[src/rtl/dma_ring_engine.sv]
module dma_ring_engine #(
  parameter int AW        = 32,
  parameter int MAX_BYTES = 65536
) (
  input  logic          clk,
  input  logic          rst_n,
  input  logic          ctl_start,
  input  logic          ctl_abort,
  input  logic          ctl_clr_irq,
  input  logic [AW-1:0] desc_base,
  output logic          running,
  output logic          irq,
  output logic          tc_pulse,
  output logic          err,
  output logic [AW-1:0] cur_addr,
  output logic [AW-1:0] src_port_addr,
  output logic          dr_req,
  output logic [AW-1:0] dr_addr,
  input  logic          dr_valid,
  input  logic [31:0]   dr_data,
  input  logic          src_ready,
  input  logic [31:0]   src_data,
  output logic          src_pop,
  output logic          mw_valid,
  input  logic          mw_ready,
  output logic [AW-1:0] mw_addr,
  output logic [31:0]   mw_data
);
  localparam int CW = $clog2(MAX_BYTES) + 1;
  localparam logic [CW-1:0] MAXV = CW'(MAX_BYTES);
  localparam logic [CW-1:0] WORD = CW'(4);

  typedef enum logic [1:0] {S_IDLE, S_FETCH, S_XFER} state_t;

  state_t        st;
  logic [1:0]    widx;
  logic [AW-1:0] ptr;
  logic [AW-1:0] loc_addr;
  logic [CW-1:0] rem;
  logic          irq_en;

  logic          fire;
  logic [CW-1:0] clamped;
  logic [CW-1:0] rounded;
  logic          link_bad;
  logic [AW-1:0] next_ptr;

  assign running       = (st != S_IDLE);
  assign dr_req        = (st == S_FETCH);
  assign dr_addr       = ptr | {{(AW-4){1'b0}}, widx, 2'b00};
  assign mw_valid      = (st == S_XFER) && src_ready;
  assign fire          = mw_valid && mw_ready;
  assign src_pop       = fire;
  assign mw_addr       = cur_addr;
  assign mw_data       = src_data;
  assign src_port_addr = loc_addr;

  assign clamped  = (dr_data > 32'(MAX_BYTES)) ? MAXV : dr_data[CW-1:0];
  assign rounded  = {clamped[CW-1:2], 2'b00};
  assign link_bad = dr_data[3] || !dr_data[0] || !dr_data[2];
  assign next_ptr = {dr_data[AW-1:4], 4'b0000};

  always_ff @(posedge clk) begin
    if (!rst_n) begin
      st       <= S_IDLE;
      widx     <= '0;
      ptr      <= '0;
      cur_addr <= '0;
      loc_addr <= '0;
      rem      <= '0;
      irq_en   <= 1'b0;
      irq      <= 1'b0;
      tc_pulse <= 1'b0;
      err      <= 1'b0;
    end else begin
      tc_pulse <= 1'b0;
      if (fire) cur_addr <= cur_addr + AW'(4);
      if (ctl_clr_irq) irq <= 1'b0;
      if (ctl_start) begin
        cur_addr <= '0;
        loc_addr <= '0;
        rem      <= '0;
        irq      <= 1'b0;
        irq_en   <= 1'b0;
        widx     <= '0;
        if (desc_base[3:0] != 4'd0) begin
          err <= 1'b1;
          st  <= S_IDLE;
        end else begin
          err <= 1'b0;
          ptr <= desc_base;
          st  <= S_FETCH;
        end
      end else if (ctl_abort) begin
        st <= S_IDLE;
      end else begin
        case (st)
          S_FETCH: if (dr_valid) begin
            widx <= widx + 2'd1;
            case (widx)
              2'd0: cur_addr <= dr_data[AW-1:0];
              2'd1: loc_addr <= dr_data[AW-1:0];
              2'd2: begin
                rem <= rounded;
                if (rounded == '0) begin
                  err <= 1'b1;
                  st  <= S_IDLE;
                end
              end
              default: begin
                irq_en <= dr_data[1];
                ptr    <= next_ptr;
                if (link_bad) begin
                  err <= 1'b1;
                  st  <= S_IDLE;
                end else begin
                  st <= S_XFER;
                end
              end
            endcase
          end
          S_XFER: if (fire) begin
            rem <= rem - WORD;
            if (rem == WORD) begin
              tc_pulse <= 1'b1;
              if (irq_en) irq <= 1'b1;
              st <= S_FETCH;
            end
          end
          default: ;
        endcase
      end
    end
  end
endmodule


[config.mk]
export PLATFORM = sky130hd
export DESIGN_NAME = dma_ring_engine
export DESIGN_NICKNAME = d
export VERILOG_FILES = /design/src/rtl/dma_ring_engine.sv
export SDC_FILE = /design/constraint.sdc
export NUM_CORES = 1
export LEC_CHECK = 0
export BUFFER_PORTS_ARGS = -buffer_cell sky130_fd_sc_hd__buf_2
export CAP_MARGIN = 30
export CORE_AREA = 2 2 119 121
export CTS_CLUSTER_DIAMETER = 50
export DETAILED_ROUTE_END_ITERATION = 8
export DIE_AREA = 0 0 121 123
export GPL_TIMING_DRIVEN = 0
export PLACE_DENSITY_LB_ADDON = 0.12
export SLEW_MARGIN = 20
export SYNTH_ARGS = -nofsm -noshare
export SYNTH_HDL_FRONTEND = slang
export SYNTH_SLANG_ARGS = --single-unit
[constraint.sdc]
create_clock -name clk -period 2.32 [get_ports clk]
set_clock_uncertainty 0.1 [all_clocks]
set_input_delay 0.232 -clock clk [delete_from_list [all_inputs] [get_ports clk]]
set_output_delay 0.232 -clock clk [all_outputs]
set_load 0.05 [all_outputs]
# Word level (Yosys, flattened, before mapping)
# Cells that the tools add are included.
[word_totals]
ff_bits = 121
in_bits = 104
wordCells = 105
output_inout_bits = 167
[op_classes]
n_mux = 41
bitwise_logic = 6
n_lt_le_gt_ge = 1
n_eq_ne = 18
add_sub_neg = 3
n_reduce_logical = 26
[op_table]
columns = ["op", "count"]
rows = [
  ["$mux 32", 11],
  ["$mux 17", 4],
  ["$pmux 17 s2", 1],
  ["$add 32x3->32 const B", 1],
  ["$gt 32x17->1 const B", 1],
  ["$or 32x4->32", 1],
  ["$eq 17x3->1 const B", 1],
  ["$logic_not 17->1", 1],
  ["$sub 17x3->17 const B", 1],
  ["$mux 1", 15],
  ["$mux 2", 7],
  ["$reduce_and 6->1", 2],
  ["$reduce_and 5->1", 2],
  ["$ne 2x1->1 const B", 4],
  ["$ne 4x3->1 const B", 2],
  ["$ne 4x4->1 const B", 2],
  ["$pmux 2 s2", 2],
  ["$reduce_and 4->1", 2],
  ["$reduce_bool 2->1", 4],
  ["$reduce_bool 4->1", 2],
  ["$ne 2x2->1 const B", 3],
  ["$ne 5x5->1 const B", 1],
  ["$not 1->1", 5],
  ["$reduce_or 5->1", 1],
  ["other kinds (13)", 19],
]

# Logic depth before layout (Yosys ltp)
[logic_depth]
ltp_word = 9
mapped_depth = 10
mapped_depth_nobuf = 7

# Worst setup path after synthesis
# No wires, ideal clock.
[synth_path]
kind = "register -> register"
startpoint = "register st[1]"
endpoint = "register ptr[12]"
path_buffers = 3
stages_incl_launch_ff = 11
setup_time_ns = 0.116
synth_period_minus_slack_ns = 2.456
required_time_ns = 2.104
path_slack_ns = -0.136
arrival_ns = 2.240
path_cell_list = "dfxtp_1 -> inv_1 -> ha_1 -> and3b_1 -> buf_2 -> nand2_1 -> o21ai_0 -> clkbuf_1 -> buf_2 -> nand2_1 -> o211a_1"
[synth_between]
elab_chain_len = 3
[synth_rtl]
columns = ["element", "line", "text"]
rows = [
  ["start: declaration", "35", "state_t st;"],
  ["start signal: assignment", "65", "st <= S_IDLE;"],
  ["start signal: assignment", "88", "st <= S_IDLE;"],
  ["start signal: assignment", "92", "st <= S_FETCH;"],
  ["$eq 2x1->1", "--", ""],
  ["named net dr_req", "17", "output logic dr_req,"],
  ["$reduce_bool 2->1 (no line)", "--", ""],
  ["$reduce_and 5->1 (no line)", "--", ""],
  ["end signal: assignment", "91", "ptr <= desc_base;"],
  ["end signal: assignment", "112", "ptr <= next_ptr;"],
  ["end: declaration", "37", "logic [AW-1:0] ptr;"],
]
# The timed path passes the listed nets, and every way through them passes these cells.
# A chain may end at the register's enable or synchronous reset.

# Worst setup path in the final report
[layout_path]
startpoint = "register st[0]"
endpoint = "output port mw_valid"
[layout_between]
elab_chain_len = 2
[layout_rtl]
columns = ["element", "line", "text"]
rows = [
  ["$eq 2x2->1", "51", "assign mw_valid = (st == S_XFER) && src_ready;"],
  ["$logic_and 1x1->1", "51", ""],
  ["end: declaration", "24", "output logic mw_valid,"],
]
# No other way between the ends.

==> reports/metrics.cfg <==
[power_and_ir_drop]
peakVddDrop_uv=421.1
leakage_nw=4.275
power_density_nw_per_um2=605.9

[floorplan]
die_w_um=121
core_area_um2=13610
ios=271
initial_core_util_pct=47.81
placement_rows=43
die_h_um=123
dieArea_um2=14880

[final_layout]
areaGrowthSynthToFinish_pct=33.47
stdcell_count=1257
final_area_um2=8686
drive_gt1_share_pct=37.88
diodes=0
nets=1178
fin_util_pct=63.81

[critical_path]
cpPeakStageDelay_ps=340
crit_fanout=10
crit_required_ps=1990
worstSetupStartpointType=flip-flop
end_kind=primary output
cp.buffers_inverters=4
cp.arrival_ps=1890
path_cells=inv_2, ha_4, buf_2, clkbuf_4, and2_1, clkbuf_4
r2r_cells=8
worstSetupPathType=flip-flop to primary output
critical_path_depth=6
crit_path_top_delay_cell=dfxtp_1
crit_family=buffers and inverters
cpMostUsedCell=clkbuf_4

[sta]
slew_headroom_pct=53.72
fin_ws_ps=95.74
min_period_ps=2224
tightestPinTransition_ps=694.2
fin_crit_sh_pct=95.87
clock.fmax_ghz=0.4496
finalSetupViolations=0
tns_ps=0
hold_viol_final=0
slew_violations=0

[cts]
root_buffer=clkbuf_16
cts.sinks=119
cts_htree_levels=4
cts_made_buffers=17
clkSlewWorstSetupHoldPaths_ps=50
insertion_delay_ps=410
cts_tree=done
clockBufferDepth=2

[logic_synthesis]
async_flop_share_pct=0
yosys.area.top_type=dfxtp_1
synth_mux_area_share_pct=4.461
yosysSeqAreaShare_pct=36.61
synth_fa_ha_area_share_pct=1.923
synth_nets=909
synth.distinct_cells=57
synth_edf_count=0
ys_warn_count=0
syn-cell-area_um2=6507
synthSimpleGateAreaFrac_pct=20.46
synthXorXnorAreaFrac_pct=3.230
ys_ff_latch=119
synthTopCellsByArea=dfxtp_1 (37%), buf_4 (11%), nand2_1 (7.4%)
yosysMostFrequentCell=nand2_1
synth.top_cell.area_share_pct=36.61
netlist_top_cells_count=nand2_1 (128), dfxtp_1 (119), buf_4 (94)
synth-main-ff-cell=dfxtp_1
synth_top_family_by_area=simple AND/OR/NAND/NOR gates
synth_compound_area_share_pct=18.82
netlist_instances=795
avgSynthCellArea_um2=8.186

[global_route]
grt_pass1_wl_um=30680
overflow=0
grt_usage_pct=26.66
grt_pass1_vias=5958
grt_max_degree=17
grt_antenna_before_repair=0

[drt]
post_drt_via_cell_ratio=5.288
drcViolationCount=0
dr.pass1.iters=5
dr_total_vias=6647
ant_nets=0
wl_per_cell_um=16.14
wirelength_um=20280
drt_iter0_drc=458

[flow_run]
maxCapViolations=0

[worst_hold_path]
hp-class=input pin to flip-flop
min_path_cells=3

[placement]
place_congestion=0.9465
dp.cells=1213
port_buffers=238
hpwlAfterDp_um=15470
pre_cts_ws_ps=-461.8
post_dp_cell_area_um2=7934

[run_status]
status=finished, final reports clean

[power by group]
part	leakage, nW	internal [mW]	total, mW	switching [mW]
logic	3.02	0.209	0.626	0.417
registers	0.963	2.06	2.08	0.0171
clock network	0.289	1.64	2.55	0.918
total	4.27	3.91	5.26	1.35
[registers in the layout (all words and copies together) (netlist names)]
register,cells
cur_addr,32
err,1
irq,1
irq_en,1
ptr,32
rem,15
src_port_addr,32
st,2
tc_pulse,1
widx,2
[worst register-to-register path, stage by stage (launching register included)]
cell and delay (ps):
dfxtp_1 340, inv_2 90, ha_4 180, and4_4 270, nand3_4 110, or2_1 240
buf_2 160, or4_1 500, a31oi_1 160
[through the flow]
| stage | hold slack (ps) | total power [mW] |
|---|---|---|
| 2_1_floorplan | 266.1 | 2.522 |
| 3_3_place_gp | 339.5 | 2.727 |
| 3_5_place_dp | 344.4 | 2.729 |
| 4_1_cts | 0.02331 | 5.285 |
| 5_1_grt | 1.622 | 5.440 |
| 6_report | 17.57 | 5.263 |
[cell families after synthesis]
group	count (synthesis)
compound gates	185
xor+xnor	24
fa+ha+maj	10
buf+inv	155
flops	119
mux	29
simple gates	273
[repair_timing]
| item | in CTS | in global routing |
|---|---|---|
| buffers inserted | 3 | 2 |
| pin swaps | 2 | 1 |
| endpoints found under the setup margin | 45 | 69 |
| hold endpoints to repair | 7 | 0 |
| resized for setup | 12 | 19 |
| cloned | 0 | 0 |
| hold buffers | 7 | 0 |
[area by class of cell]
| cell class | instances | area (µm²) |
|---|---|---|
| multi-input combinational | 521 | 3219 |
| buffer | 141 | 915.9 |
| timing repair buffer | 250 | 1301 |
| inverter | 14 | 52.55 |
| clock inverter | 7 | 66.31 |
| sequential | 119 | 2390 |
| clock buffer | 25 | 515.5 |
| tap | 180 | 225.2 |
| fill | 1217 | 4926 |
[per-layer routing]
metal / part of all wire [%] / GRT usage (%)
met5: 0 / 0
met4: 2.5 / 10.47
met3: 9.5 / 6.919
met2: 44 / 40.20
met1: 45 / 36.52
[path summary, 6_finish.rpt]
| check | from | endpoint | slack, ps |
|---|---|---|---|
| setup reg to reg | st[0] | cur_addr[27] | 100 |
| hold / removal | dr_data[30] | src_port_addr[30] | 20 |
| setup / recovery | st[0] | mw_valid | 100 |
| hold reg to reg | src_port_addr[22] | src_port_addr[22] | 350 |
[cell usage in the layout (no fill, tap or decap), drive strengths merged, types with 2 or more instances in the layout]
master	instances
a32oi	2
xnor2	12
nor4	17
nand3b	2
a31oi	15
nand2b	2
nor2	27
and3	13
mux2i	29
dfxtp	119
o211a	28
a21boi	2
nand3	22
buf	346
clkinv	5
a31o	3
a211oi	13
nor2b	3
and2	4
a221oi	3
dlygate4sd3	7
inv	14
nand4	17
or3	6
nor3b	2
o21ai	39
a21oi	59
nand4b	2
clkbuf	63
o31ai	5
or4	3
and4	2
a41oi	2
or2	4
nand2	128
xor2	12
ha	10
o211ai	3
nor3	17
Power figures use the tool's default switching activity.
